`src/rtl/mmu_regs_pkg.sv`:
```
package mmu_regs_pkg;
  localparam int DATA_W    = 32;
  localparam int IDX_CTL   = 0;
  localparam int IDX_PTEH  = 1;
  localparam int IDX_PTEL  = 2;
  localparam int IDX_ASST  = 3;
  localparam int IDX_BASE  = 4;
  localparam int IDX_FADDR = 5;
  localparam int IDX_TRAP  = 6;
  localparam int IDX_EXEV  = 7;
  localparam int IDX_INEV  = 8;
  localparam int IDX_REF   = 9;
  localparam int NUM_BANK  = 9;
  localparam int NUM_SLOTS = 10;

  function automatic logic [DATA_W-1:0] low_ones(input int w);
    if (w >= DATA_W) return '1;
    return (DATA_W'(1) << w) - DATA_W'(1);
  endfunction

  // Bits of a written word that a bank slot keeps.
  function automatic logic [DATA_W-1:0] keep_mask(input int idx, input int inval_bit,
                                                  input int assist_w, input int code_w);
    case (idx)
      IDX_CTL:                     return ~(DATA_W'(1) << inval_bit);
      IDX_ASST:                    return low_ones(assist_w);
      IDX_TRAP, IDX_EXEV, IDX_INEV: return low_ones(code_w);
      default:                     return '1;
    endcase
  endfunction
endpackage

```
`src/rtl/mmu_addr_decode.sv`:
```
module mmu_addr_decode #(
  parameter int ADDR_W = 4,
  parameter int NSLOT  = 10
) (
  input  logic [ADDR_W-1:0] addr,
  output logic [NSLOT-1:0]  sel,
  output logic              hit
);
  for (genvar i = 0; i < NSLOT; i++) begin : g_slot
    assign sel[i] = (addr == ADDR_W'(i));
  end
  assign hit = |sel;
endmodule

```
`src/rtl/mmu_refresh_ctr.sv`:
```
module mmu_refresh_ctr #(
  parameter int REF_W = 16
) (
  input  logic             clk,
  input  logic             rst_n,
  input  logic             rd_en,
  input  logic             wr_en,
  input  logic [REF_W-1:0] wdata,
  output logic [REF_W-1:0] count
);
  function automatic logic [REF_W-1:0] bump(input logic [REF_W-1:0] v);
    return v + REF_W'(1);
  endfunction

  always_ff @(posedge clk) begin
    if (!rst_n)     count <= '0;
    else if (wr_en) count <= wdata;
    else if (rd_en) count <= bump(count);
  end


  ref_inc_chk: assert property (@(posedge clk) disable iff (!rst_n)
    $past(rd_en && !wr_en) |-> (count == REF_W'($past(count) + REF_W'(1))));
endmodule

```
`src/rtl/mmu_event_gen.sv`:
```
module mmu_event_gen #(
  parameter int ASID_W    = 8,
  parameter int INVAL_BIT = 2
) (
  input  logic              clk,
  input  logic              rst_n,
  input  logic              ctl_wr,
  input  logic              hi_wr,
  input  logic [31:0]       wdata,
  input  logic [ASID_W-1:0] asid_q,
  output logic              inval_o,
  output logic              flush_o
);
  function automatic logic asid_moved(input logic [ASID_W-1:0] old_id,
                                      input logic [ASID_W-1:0] new_id);
    return old_id != new_id;
  endfunction

  logic inval_evt, flush_evt;
  assign inval_evt = ctl_wr && wdata[INVAL_BIT];
  assign flush_evt = hi_wr && asid_moved(asid_q, wdata[ASID_W-1:0]);

  always_ff @(posedge clk) begin
    if (!rst_n) begin
      inval_o <= 1'b0;
      flush_o <= 1'b0;
    end else begin
      inval_o <= inval_evt;
      flush_o <= flush_evt;
    end
  end


  quiet_after_reset_chk: assert property (@(posedge clk) disable iff (!rst_n)
    $past(!rst_n) |-> (!inval_o && !flush_o));
endmodule

```
`src/rtl/mmu_ctl_regs.sv`:
```
module mmu_ctl_regs #(
  parameter int ADDR_W    = 4,
  parameter int ASID_W    = 8,
  parameter int REF_W     = 16,
  parameter int CODE_W    = 11,
  parameter int ASSIST_W  = 4,
  parameter int INVAL_BIT = 2
) (
  input  logic              clk,
  input  logic              rst_n,
  input  logic              req_valid,
  input  logic              req_write,
  input  logic [ADDR_W-1:0] req_addr,
  input  logic [31:0]       req_wdata,
  output logic [31:0]       rsp_rdata,
  output logic              rsp_err,
  output logic              tlb_inval_o,
  output logic              tlb_flush_o
);
  import mmu_regs_pkg::*;

  localparam int NSLOT = NUM_SLOTS;
  localparam logic [ADDR_W-1:0] A_CTL  = ADDR_W'(IDX_CTL);
  localparam logic [ADDR_W-1:0] A_PTEH = ADDR_W'(IDX_PTEH);
  localparam logic [ADDR_W-1:0] A_ASST = ADDR_W'(IDX_ASST);

  logic [NSLOT-1:0] slot_sel, wr_sel, rd_sel;
  logic             slot_hit;
  logic [31:0]      bank_q [NUM_BANK];
  logic [REF_W-1:0] ref_count;
  logic [31:0]      rd_word;

  mmu_addr_decode #(.ADDR_W(ADDR_W), .NSLOT(NSLOT)) u_dec (
    .addr(req_addr), .sel(slot_sel), .hit(slot_hit)
  );

  assign wr_sel = slot_sel & {NSLOT{req_valid &&  req_write}};
  assign rd_sel = slot_sel & {NSLOT{req_valid && !req_write}};

  for (genvar g = 0; g < NUM_BANK; g++) begin : g_bank
    localparam logic [31:0] KEEP = keep_mask(g, INVAL_BIT, ASSIST_W, CODE_W);
    always_ff @(posedge clk) begin
      if (!rst_n)         bank_q[g] <= '0;
      else if (wr_sel[g]) bank_q[g] <= req_wdata & KEEP;
    end
  end

  mmu_refresh_ctr #(.REF_W(REF_W)) u_ref (
    .clk(clk), .rst_n(rst_n),
    .rd_en(rd_sel[IDX_REF]), .wr_en(wr_sel[IDX_REF]),
    .wdata(req_wdata[REF_W-1:0]), .count(ref_count)
  );

  mmu_event_gen #(.ASID_W(ASID_W), .INVAL_BIT(INVAL_BIT)) u_evt (
    .clk(clk), .rst_n(rst_n),
    .ctl_wr(wr_sel[IDX_CTL]), .hi_wr(wr_sel[IDX_PTEH]),
    .wdata(req_wdata), .asid_q(bank_q[IDX_PTEH][ASID_W-1:0]),
    .inval_o(tlb_inval_o), .flush_o(tlb_flush_o)
  );

  always_comb begin
    rd_word = '0;
    for (int i = 0; i < NUM_BANK; i++) begin
      rd_word = rd_word | (bank_q[i] & {32{rd_sel[i]}});
    end
    rd_word = rd_word | ({{(32-REF_W){1'b0}}, ref_count} & {32{rd_sel[IDX_REF]}});
  end

  always_ff @(posedge clk) begin
    if (!rst_n) begin
      rsp_rdata <= '0;
      rsp_err   <= 1'b0;
    end else begin
      rsp_rdata <= rd_word;
      rsp_err   <= req_valid && !slot_hit;
    end
  end


  inval_src_chk: assert property (@(posedge clk) disable iff (!rst_n)
    tlb_inval_o |-> $past(req_valid && req_write && req_addr == A_CTL && req_wdata[INVAL_BIT]));

  ctl_bit_clear_chk: assert property (@(posedge clk) disable iff (!rst_n)
    $past(req_valid && !req_write && req_addr == A_CTL) |-> !rsp_rdata[INVAL_BIT]);

  flush_src_chk: assert property (@(posedge clk) disable iff (!rst_n)
    tlb_flush_o |-> ($past(req_valid && req_write && req_addr == A_PTEH)
                     && ($past(req_wdata[ASID_W-1:0]) != $past(bank_q[IDX_PTEH][ASID_W-1:0]))));

  assist_upper_chk: assert property (@(posedge clk) disable iff (!rst_n)
    $past(req_valid && !req_write && req_addr == A_ASST) |-> (rsp_rdata[31:ASSIST_W] == '0));

  err_data_chk: assert property (@(posedge clk) disable iff (!rst_n)
    rsp_err |-> (rsp_rdata == '0 && !tlb_inval_o && !tlb_flush_o));
endmodule

```
`config.mk`:
```
export PLATFORM = sky130hd
export DESIGN_NAME = mmu_ctl_regs
export DESIGN_NICKNAME = d
export VERILOG_FILES = /design/src/rtl/mmu_regs_pkg.sv /design/src/rtl/mmu_addr_decode.sv /design/src/rtl/mmu_refresh_ctr.sv /design/src/rtl/mmu_event_gen.sv /design/src/rtl/mmu_ctl_regs.sv
export SDC_FILE = /design/constraint.sdc
export NUM_CORES = 1
export LEC_CHECK = 0
export CAP_MARGIN = 20
export CORE_MARGIN = 2
export CORE_UTILIZATION = 55
export CTS_BUF_LIST = sky130_fd_sc_hd__clkbuf_8
export DETAILED_ROUTE_END_ITERATION = 8
export PLACE_DENSITY_LB_ADDON = 0.1
export SLEW_MARGIN = 10
export SYNTH_ARGS = -nofsm -noshare
export SYNTH_HDL_FRONTEND = slang
export SYNTH_SLANG_ARGS = --single-unit
```
`constraint.sdc`:
```
create_clock -name clk -period 4.31 [get_ports clk]
set_input_delay 0.862 -clock clk [delete_from_list [all_inputs] [get_ports clk]]
set_output_delay 0.862 -clock clk [all_outputs]
set_load 0.01 [all_outputs]
```
==> impl_metrics.toml <==
[die]
boundaryPins = 75
die_y_um = 142
die-width_um = 142
dieArea_sq_um = 20200
coreArea_sq_um = 18700
start_util = 0.560
row_count = 50

[setup_path]
cp-end-kind = "flip-flop"
crit_chain = "clkdlybuf4s50_1 -> nand2b_1 -> nor2_2 -> a22o_1 -> a221oi_1 -> a41oi_1"
slowest_stage = "clkdlybuf4s50_1"
worst-setup-path-type = "input pin to flip-flop"
rrSetupSlack_ps = 2480
crit_family = "simple AND/OR/NAND/NOR gates"
path_max_fanout = 12
crit_buf_inv = 1
worstPathRequired_ps = 4700
critPathMaxStageDelay_ps = 840
crit_path_start_kind = "input pin"
arrival_ps = 3620

[route]
routed_wl_um = 27300
drt_pass1_iterations = 5
drc_errors = 0
route.vias.total = 7221
first_iter_violations = 817
final_antenna_net_count = 0
routedWlPerCell_um = 23.6
vias_per_cell = 6.24

[yosys]
synth_enable_flop_cells = 196
ys_seq_area_frac = 0.659
syn_area_sq_um = 10500
netlist_instances = 810
ys_ff_latch = 247
ys_warn_count = 0
syn_nets = 851
synth_flop_cell = "edfxtp_1"
syn_avg_cell_area_sq_um = 12.9
ys_async_sr_fraction = 0
synth_cell_type_count = 49

[place]
postPlaceCellArea_sq_um = 11500
dp_hpwl_um = 17000
numPortBuffers = 74
place.gp.congestion = 0.940

[min_path]
hold_class = "flip-flop to flip-flop"

[cts]
worstSkewPairLatency_ps = 540
cts-root-buf = "clkbuf_8"
clock_sinks = 247
clk_path_buf_depth = 3
cts_max_level = 2
cts.clk_slew.worst_paths_ps = 60
cts_hold_buf = 0
cts_setup_buffers = 0
cts_tree = "built"
cts_buffers = 41
ctsResizeCount = 0

[power_and_ir_drop]
p_leak_uw = 0.00427
total_power_uw = 4850
ir_worst_vdd_v = 0.000237
pwr_density_cell_nw_per_um2 = 395

[timing]
setup_tns_ps = 0
fin_hold_ws_ps = 528
period_minus_slack_ps = 3230
drv_slew = 0
timing.final.hold_violations = 0
fin_crit_sh = 0.749
worstMarginPinSlew_ps = 860
finalSetupViolations = 0
slew_headroom = 0.427
rsz0062_at_grt = "false"
clock_skew_ps = 24.4
max_freq_mhz = 310

[layout]
drive_gt1_frac = 0.103
antennaDiodeCount = 0
fin_area_sq_um = 12300
nNetsFinal = 935
final_cell_mix = "edfxtp_1 (196), and2_1 (182), clkdlybuf4s50_1 (74), a22oi_1 (55), dfxtp_1 (51)"
area_delta_synth_final_pct = 17.0
layout_commonest_cell = "edfxtp_1"

[flow_run]
maxCapViolations = 0

[grt]
grt_overflow = 0
grt_antenna_before_repair = 0
grt_pass1_vias = 7109
grt_usage = 0.277
grt_max_degree = 45
grt_first_pass_wirelength_um = 41600

[run_status]
run_status = "finished, final reports clean"
worst min-delay path: stages, from the launching register on:
cell,delay (ps)
edfxtp_1,330
a222oi_1,60
a21oi_1,120
cell families after synthesis:
| kind of cell | synth area share |
|---|---|
| flops | 0.659 |
| xor+xnor | 0.0117 |
| compound gates | 0.119 |
| fa+ha+maj | 0.00119 |
| mux | 0.00477 |
| simple gates | 0.172 |
| buf+inv | 0.0320 |
path summary, 6_finish.rpt:
check / cells past startpoint / end / from
setup / recovery: 6 / rsp_rdata[3] / req_addr[1]
hold / removal: 2 / rsp_rdata[10] / bank_q[1][10]
setup reg to reg: 6 / u_ref.count[10] / u_ref.count[1]
hold reg to reg: 2 / rsp_rdata[10] / bank_q[1][10]
state kept, by name (all words and copies together) (netlist names):
register / flops
u_evt.flush_o: 1
u_ref.count: 16
rsp_err: 1
u_evt.inval_o: 1
rsp_rdata: 32
bank_q: 196
cell type report:
cell class	instances	area, sq um
clock buffer	46	633
clock inverter	26	103
fill	1426	6430
inverter	5	18.8
multi-input combinational	497	3300
sequential	247	6910
tap	234	293
timing repair buffer	102	1010
report_power, final:
group / internal (uW) / total [uW] / switching [uW]
Sequential: 2680 / 2720 / 39.4
Combinational: 89.7 / 254 / 165
Clock: 971 / 1870 / 901
cell usage after synthesis (4+ instances only):
cell type	instances	area (sq um)
edfxtp_1	196	5890
and2_1	182	1140
a22oi_1	55	413
dfxtp_1	51	1020
clkbuf_1	35	131
nor2_1	31	116
nand2_1	24	90.1
a21oi_1	23	115
a222oi_1	22	220
nor3_1	21	105
o21ai_0	21	105
a31oi_1	14	87.6
xor2_1	14	123
buf_2	13	65.1
nand3_1	13	65.1
a221oi_1	8	70.1
a22o_1	8	70.1
and3_1	7	43.8
buf_4	7	52.6
buf_6	6	67.6
mux2i_1	5	50.1
o22ai_1	5	31.3
nand2b_1	4	25.0
nand4_1	4	25.0
per-layer routing:
layer	global-route usage	up-vias	part of all wire
met1	0.389	3530	0.41
met4	0.0958	0	0.025
met2	0.435	427	0.46
li1	-	3208	-
met3	0.0545	56	0.10
met5	0	-	0
through the flow:
step / utilization / worst slack, ps / instances
after global routing: 0.656 / 1030 / 1157
after CTS: 0.656 / 1250 / 1157
final: 0.656 / 1080 / 1157
after floorplan: - / 65.5 / 810
after detailed placement: 0.617 / 656 / 1085
after global placement: 0.617 / 709 / 1085
Note: power is estimated with default switching activity, not from simulation.
